`src/rtl/crcx_pkg.sv`:
```
// Shared constants for the CRC engine: register offsets, field positions
// and reset values. Assumes a 32-bit remainder and a 32-bit data bus.
package crcx_pkg;
    localparam int CRC_W   = 32;
    localparam int LANES   = CRC_W / 8;

    localparam logic [7:0] OFF_DATA = 8'h00;
    localparam logic [7:0] OFF_CTRL = 8'h08;
    localparam logic [7:0] OFF_INIT = 8'h10;
    localparam logic [7:0] OFF_POLY = 8'h14;

    localparam int CTL_RESTART = 0;
    localparam int CTL_MODE_LO = 5;
    localparam int CTL_OUTREV  = 7;

    localparam logic [CRC_W-1:0] RST_INIT = 32'hFFFF_FFFF;
    localparam logic [CRC_W-1:0] RST_POLY = 32'h04C1_1DB7;

    typedef enum logic [1:0] {
        IN_PLAIN  = 2'b00,
        IN_BYTE   = 2'b01,
        IN_SPARE  = 2'b10,
        IN_WORD   = 2'b11
    } in_mode_e;
endpackage

```
`src/rtl/crcx_bitrev.sv`:
```
// Bit mirror inside groups of GRP bits across a W-bit vector.
// Assumes W is a multiple of GRP. Pure wiring, no logic.
module crcx_bitrev #(
    parameter int W   = 32,
    parameter int GRP = 8
) (
    input  logic [W-1:0] din,
    output logic [W-1:0] dout
);
    localparam int NGRP = W / GRP;

    // Mirror each group independently.
    for (genvar g = 0; g < NGRP; g++) begin : g_grp
        for (genvar i = 0; i < GRP; i++) begin : g_bit
            assign dout[g*GRP + i] = din[g*GRP + GRP - 1 - i];
        end
    end
endmodule

```
`src/rtl/crcx_fold.sv`:
```
// Combinational fold of DW data bits into a CRC remainder, MSB first.
// Assumes the polynomial excludes the implicit top term.
module crcx_fold #(
    parameter int CW = 32,
    parameter int DW = 8
) (
    input  logic [CW-1:0] crc_in,
    input  logic [CW-1:0] poly,
    input  logic [DW-1:0] din,
    output logic [CW-1:0] crc_out
);
    // Shift through every data bit, highest first.
    always_comb begin
        logic [CW-1:0] acc;
        logic          fb;
        acc = crc_in;
        for (int i = DW - 1; i >= 0; i--) begin
            fb  = din[i] ^ acc[CW-1];
            acc = {acc[CW-2:0], 1'b0} ^ (fb ? poly : '0);
        end
        crc_out = acc;
    end
endmodule

```
`src/rtl/crcx_regs.sv`:
```
// Configuration registers: control modes, start value and polynomial.
// Produces a one-cycle restart request from a control write with bit 0 set.
// Assumes the top decodes nothing else at these offsets.
module crcx_regs
    import crcx_pkg::*;
#(
    parameter int AW = 5
) (
    input  logic             clk,
    input  logic             rst_n,
    input  logic             wr,
    input  logic [AW-1:0]    addr,
    input  logic [LANES-1:0] be,
    input  logic [CRC_W-1:0] wdata,
    output logic [CRC_W-1:0] init_q,
    output logic [CRC_W-1:0] poly_q,
    output in_mode_e         in_mode,
    output logic             out_rev,
    output logic             restart
);
    logic hit_ctrl, hit_init, hit_poly;

    // Address decode for the configuration registers.
    always_comb begin
        hit_ctrl = wr && (addr == AW'(OFF_CTRL));
        hit_init = wr && (addr == AW'(OFF_INIT));
        hit_poly = wr && (addr == AW'(OFF_POLY));
        restart  = hit_ctrl && be[0] && wdata[CTL_RESTART];
    end

    // Control fields, written through lane 0 only.
    always_ff @(posedge clk) begin
        if (!rst_n) begin
            in_mode <= IN_PLAIN;
            out_rev <= 1'b0;
        end else if (hit_ctrl && be[0]) begin
            in_mode <= in_mode_e'(wdata[CTL_MODE_LO +: 2]);
            out_rev <= wdata[CTL_OUTREV];
        end
    end

    // Start value and polynomial, one byte lane at a time.
    for (genvar l = 0; l < LANES; l++) begin : g_lane
        always_ff @(posedge clk) begin
            if (!rst_n) begin
                init_q[l*8 +: 8] <= RST_INIT[l*8 +: 8];
                poly_q[l*8 +: 8] <= RST_POLY[l*8 +: 8];
            end else begin
                if (hit_init && be[l]) init_q[l*8 +: 8] <= wdata[l*8 +: 8];
                if (hit_poly && be[l]) poly_q[l*8 +: 8] <= wdata[l*8 +: 8];
            end
        end
    end
endmodule

```
`src/rtl/crcx_engine.sv`:
```
// Top of the CRC engine: data write decode, input mirroring, byte and word
// fold paths, running remainder and read mux with optional output mirror.
// Assumes one bus access per cycle; reads are combinational on bus_addr.
module crcx_engine
    import crcx_pkg::*;
#(
    parameter int AW = 5
) (
    input  logic        clk,
    input  logic        rst_n,
    input  logic        bus_wr,
    input  logic [AW-1:0] bus_addr,
    input  logic [3:0]  bus_be,
    input  logic [31:0] bus_wdata,
    output logic [31:0] bus_rdata
);
    logic [CRC_W-1:0] init_q, poly_q, crc_q;
    in_mode_e         in_mode;
    logic             out_rev, restart;

    crcx_regs #(.AW(AW)) u_regs (
        .clk(clk), .rst_n(rst_n), .wr(bus_wr), .addr(bus_addr),
        .be(bus_be), .wdata(bus_wdata), .init_q(init_q), .poly_q(poly_q),
        .in_mode(in_mode), .out_rev(out_rev), .restart(restart)
    );

    logic hit_data, word_wr, byte_wr;
    logic [7:0] lane_byte;

    // Classify a data write by its strobes and pick the active lane.
    always_comb begin
        hit_data  = bus_wr && (bus_addr == AW'(OFF_DATA));
        word_wr   = hit_data && (bus_be == 4'b1111);
        byte_wr   = hit_data && ($countones(bus_be) == 1);
        lane_byte = bus_wdata[7:0];
        for (int l = 0; l < LANES; l++)
            if (bus_be[l]) lane_byte = bus_wdata[l*8 +: 8];
    end

    logic [CRC_W-1:0] w_mirb, w_mirw, word_in;
    logic [7:0]       b_mir, byte_in;

    crcx_bitrev #(.W(CRC_W), .GRP(8))     u_rev_wb (.din(bus_wdata), .dout(w_mirb));
    crcx_bitrev #(.W(CRC_W), .GRP(CRC_W)) u_rev_ww (.din(bus_wdata), .dout(w_mirw));
    crcx_bitrev #(.W(8),     .GRP(8))     u_rev_b  (.din(lane_byte), .dout(b_mir));

    // Apply the selected input mode to both data widths.
    always_comb begin
        unique case (in_mode)
            IN_BYTE: word_in = w_mirb;
            IN_WORD: word_in = w_mirw;
            default: word_in = bus_wdata;
        endcase
        byte_in = in_mode[0] ? b_mir : lane_byte;
    end

    logic [CRC_W-1:0] crc_w, crc_b;
    crcx_fold #(.CW(CRC_W), .DW(CRC_W)) u_fold_w (
        .crc_in(crc_q), .poly(poly_q), .din(word_in), .crc_out(crc_w));
    crcx_fold #(.CW(CRC_W), .DW(8)) u_fold_b (
        .crc_in(crc_q), .poly(poly_q), .din(byte_in), .crc_out(crc_b));

    // Running remainder: restart, word fold or byte fold.
    always_ff @(posedge clk) begin
        if (!rst_n)       crc_q <= RST_INIT;
        else if (restart) crc_q <= init_q;
        else if (word_wr) crc_q <= crc_w;
        else if (byte_wr) crc_q <= crc_b;
    end

    logic [CRC_W-1:0] crc_mir;
    crcx_bitrev #(.W(CRC_W), .GRP(CRC_W)) u_rev_o (.din(crc_q), .dout(crc_mir));

    // Read mux by offset.
    always_comb begin
        bus_rdata = '0;
        if (bus_addr == AW'(OFF_DATA))      bus_rdata = out_rev ? crc_mir : crc_q;
        else if (bus_addr == AW'(OFF_CTRL)) begin
            bus_rdata[CTL_MODE_LO +: 2] = in_mode;
            bus_rdata[CTL_OUTREV]       = out_rev;
        end
        else if (bus_addr == AW'(OFF_INIT)) bus_rdata = init_q;
        else if (bus_addr == AW'(OFF_POLY)) bus_rdata = poly_q;
    end
endmodule

```
`config.mk`:
```
export PLATFORM = sky130hd
export DESIGN_NAME = crcx_engine
export DESIGN_NICKNAME = d
export VERILOG_FILES = /design/src/rtl/crcx_pkg.sv /design/src/rtl/crcx_bitrev.sv /design/src/rtl/crcx_fold.sv /design/src/rtl/crcx_regs.sv /design/src/rtl/crcx_engine.sv
export SDC_FILE = /design/constraint.sdc
export NUM_CORES = 2
export LEC_CHECK = 0
export ABC_AREA = 0
export BUFFER_PORTS_ARGS = -buffer_cell sky130_fd_sc_hd__buf_2
export CAP_MARGIN = 10
export CORE_MARGIN = 2
export CORE_UTILIZATION = 35
export DETAILED_ROUTE_END_ITERATION = 16
export GPL_ROUTABILITY_DRIVEN = 0
export GPL_TIMING_DRIVEN = 0
export SLEW_MARGIN = 20
export SYNTH_ARGS = -nofsm -noshare
export SYNTH_HDL_FRONTEND = slang
export SYNTH_HIERARCHICAL = 1
export SYNTH_SLANG_ARGS = --single-unit
export TNS_END_PERCENT = 5
```
`constraint.sdc`:
```
create_clock -name clk -period 16.24 [get_ports clk]
set_input_delay 3.248 -clock clk [delete_from_list [all_inputs] [get_ports clk]]
set_output_delay 3.248 -clock clk [all_outputs]
set_load 0.05 [all_outputs]
```
==> results.cfg <==
[outcome]
status = finished with violations
violations = setup timing

[worst_setup_path]
path_buf_inv = 16
crit_required_ns = 16.45
endpoint_kind = register
cp_data_arrival_time_ns = 16.93
path_class = input pin to register
cp_top_family = compound AO/OA/AOI/OAI gates
crit_path_max_fanout = 10
cpMostUsedCell = buf_4
critical-path-max-stage-delay_ns = 0.52
cpMaxStageDelayCell = or4_4
worstSetupStartpointType = input pin

[grt]
grt_overflow_total = 0
grt_pass1_vias = 30100
grt_pass1_wl_um = 190000
grt_usage_pct = 26.6
antenna_found_initial = 3
grt_max_degree = 18

[sta]
max_freq_mhz = 59.8
min_period_ns = 16.72
hold_viol_final = 0
finalCritPeriodShare_pct = 103
max_slew_margin_pct = 20.5
setup_tns_ns = -10.84
grt_setup_unrepaired = true
worstMarginPinSlew_ns = 1.19
final.setup_skew_ns = 0.0150
slew_violations = 0
fin_ws_ns = -0.478
holdWs_ns = 0.463
setup_viol = 32

[route]
drt-vias-per-instance = 5.63
antenna_left = 0
post-route-drc-count = 0
drt_wl_total_um = 127000
wl_per_cell_um = 21.5
first_iter_violations = 3823
firstDrtPassIters = 6
vias = 33400

[yosys]
syn_inst = 4568
yosysTopAreaCell = xnor2_1
post_synth_num_cell_types = 115
synth_compound_area_share_pct = 20.1
netlist_area_um2 = 31300
synth_top_family_by_area = XOR/XNOR gates
synth-seq-area-share_pct = 6.34
synthFlopType = dfxtp_1
synth-xor-area-share_pct = 35.2
synth_seq_cells = 99
synth_edf_count = 0
syn_avg_cell_area_um2 = 6.84
async_flop_share_pct = 0
synthAdderAreaFrac_pct = 0.184
yosysTopAreaCellShare_pct = 25.6
synth-simple-area-share_pct = 23.2
yosysWarnings = 6
synth_nets = 4616
netlist_top_cells_area = xnor2_1 26%, nand2_1 12%, dfxtp_1 6.3%
muxShareOfSynthArea_pct = 5.48

[place]
portBuffers = 75
place_hpwl_um = 100000
dpl_cell_area_um2 = 33100

[clock_tree]
cts_tree = yes
cts_max_level = 3
cts_root_buf = clkbuf_16
clock_sinks = 99
cts_max_path_buffers = 2
numCtsBuffers = 9
insertion_delay_ns = 0.36
clkTransAtPathRegs_ns = 0.07
cts_hold_buf = 0

[final_layout]
areaGrowthSynthToFinish_pct = 15.3
nNetsFinal = 4804
layout-drive-gt1-share_pct = 15.5
final_cell_mix = 971 x nand2_1, 886 x xnor2_1, 340 x nor2_1
stdcell_area_um2 = 36100
mostFrequentLayoutCell = nand2_1
fillers = 9110
fin_util_pct = 40.7

[worst_hold_path]
hp-class = register to register

[floorplan]
chipHeight_um = 303
die_x_um = 303
ios = 76
start_util_pct = 35.3
core.rowCount = 109
core_um2 = 88500
dieArea_um2 = 91700

[run]
cap_violations = 0
## sequential cells by signal, summed over array words and instances, names as in the netlist
| register | flops |
|---|---|
| u_regs/out_rev | 1 |
| u_regs/in_mode | 2 |
| crc_q | 32 |
| u_regs/poly_q | 32 |
| u_regs/init_q | 32 |
## through the flow
| stage | cells | setup WS (ns) |
|---|---|---|
| 2_1_floorplan | 4568 | 0.528 |
| 3_3_place_gp | 5808 | -3.37 |
| 3_5_place_dp | 5808 | -3.42 |
| 4_1_cts | 5879 | -0.309 |
| 5_1_grt | 5925 | -0.875 |
| 6_report | 5929 | -0.478 |
## path summary, 6_finish.rpt
| kind | startpoint | endpoint | slack (ns) | cells past startpoint |
|---|---|---|---|---|
| worst max-delay path | bus_wdata[24] | crc_q[22]$_SDFFE_PN1P_ | -0.48 | 62 |
| worst min-delay path | u_regs/in_mode[1]$_SDFFE_PN0P_ | u_regs/in_mode[1]$_SDFFE_PN0P_ | 0.46 | 2 |
| worst max register to register | u_regs/in_mode[0]$_SDFFE_PN0P_ | crc_q[22]$_SDFFE_PN1P_ | 1.07 | 62 |
| worst min register to register | u_regs/in_mode[1]$_SDFFE_PN0P_ | u_regs/in_mode[1]$_SDFFE_PN0P_ | 0.46 | 2 |
## metal layers
metal | global-route usage [%] | share of wire, % | vias to the layer above | routed length, um
met2 | 41.2 | 43 | 1648 | 54600
met3 | 4.01 | 9.1 | 288 | 11600
met4 | 11.7 | 5.0 | 0 | 6380
li1 | - | - | 15700 | -
met5 | 0 | 0 | - | 0
met1 | 36.6 | 43 | 15700 | 54600
## cells in the mapped netlist (36+ instances only)
cell type  instances
nand2_1          975
xnor2_1          912
nor2_1           354
clkbuf_1         269
a21oi_1          245
mux2i_1          146
o21ai_0          130
buf_4            115
dfxtp_1           99
inv_1             95
xor2_1            94
buf_1             81
nand3_1           79
xnor3_1           79
nor3_1            62
buf_2             57
a211oi_1          48
o211ai_1          48
nor2b_1           46
a32oi_1           38
o221ai_1          36
## worst min-delay path: stages (launching register included)
cell	delay [ns]
dfxtp_1	0.31
nand2_1	0.05
mux2i_1	0.05
## cell type report
| type | count | area, um^2 | area share, % |
|---|---|---|---|
| Inverter | 99 | 372 | 1.03 |
| Clock buffer | 9 | 225 | 0.625 |
| Buffer | 534 | 2760 | 7.66 |
| Clock inverter | 6 | 96.3 | 0.267 |
| Sequential cell | 99 | 1980 | 5.50 |
| Multi-Input combinational cell | 3832 | 27900 | 77.3 |
| Timing Repair Buffer | 181 | 1280 | 3.55 |
| Tap cell | 1165 | 1460 | 4.04 |
| Antenna cell | 4 | 10.0 | 0.0278 |
## repair_timing
item | in CTS | in global routing
cloned | 1 | 0
buffers inserted | 59 | 47
endpoints found under the setup margin | 32 | 32
pin swaps | 51 | 84
gates resized for setup | 194 | 161
## logic make-up (layout without fill, tap and decap cells)
| family | Yosys count | in the layout |
|---|---|---|
| xor gates and xnor gates | 1106 | 1106 |
| buffers and inverters | 637 | 829 |
| muxes | 168 | 168 |
| DFF | 99 | 99 |
| AOI/OAI and AO/OA | 874 | 874 |
| adders and majority gates | 4 | 4 |
| and+or+nand+nor | 1680 | 1680 |
| other | 0 | 4 |
Power is not shown: default switching activity piles up to over one toggle a cycle in this logic, so the estimate is an artifact.
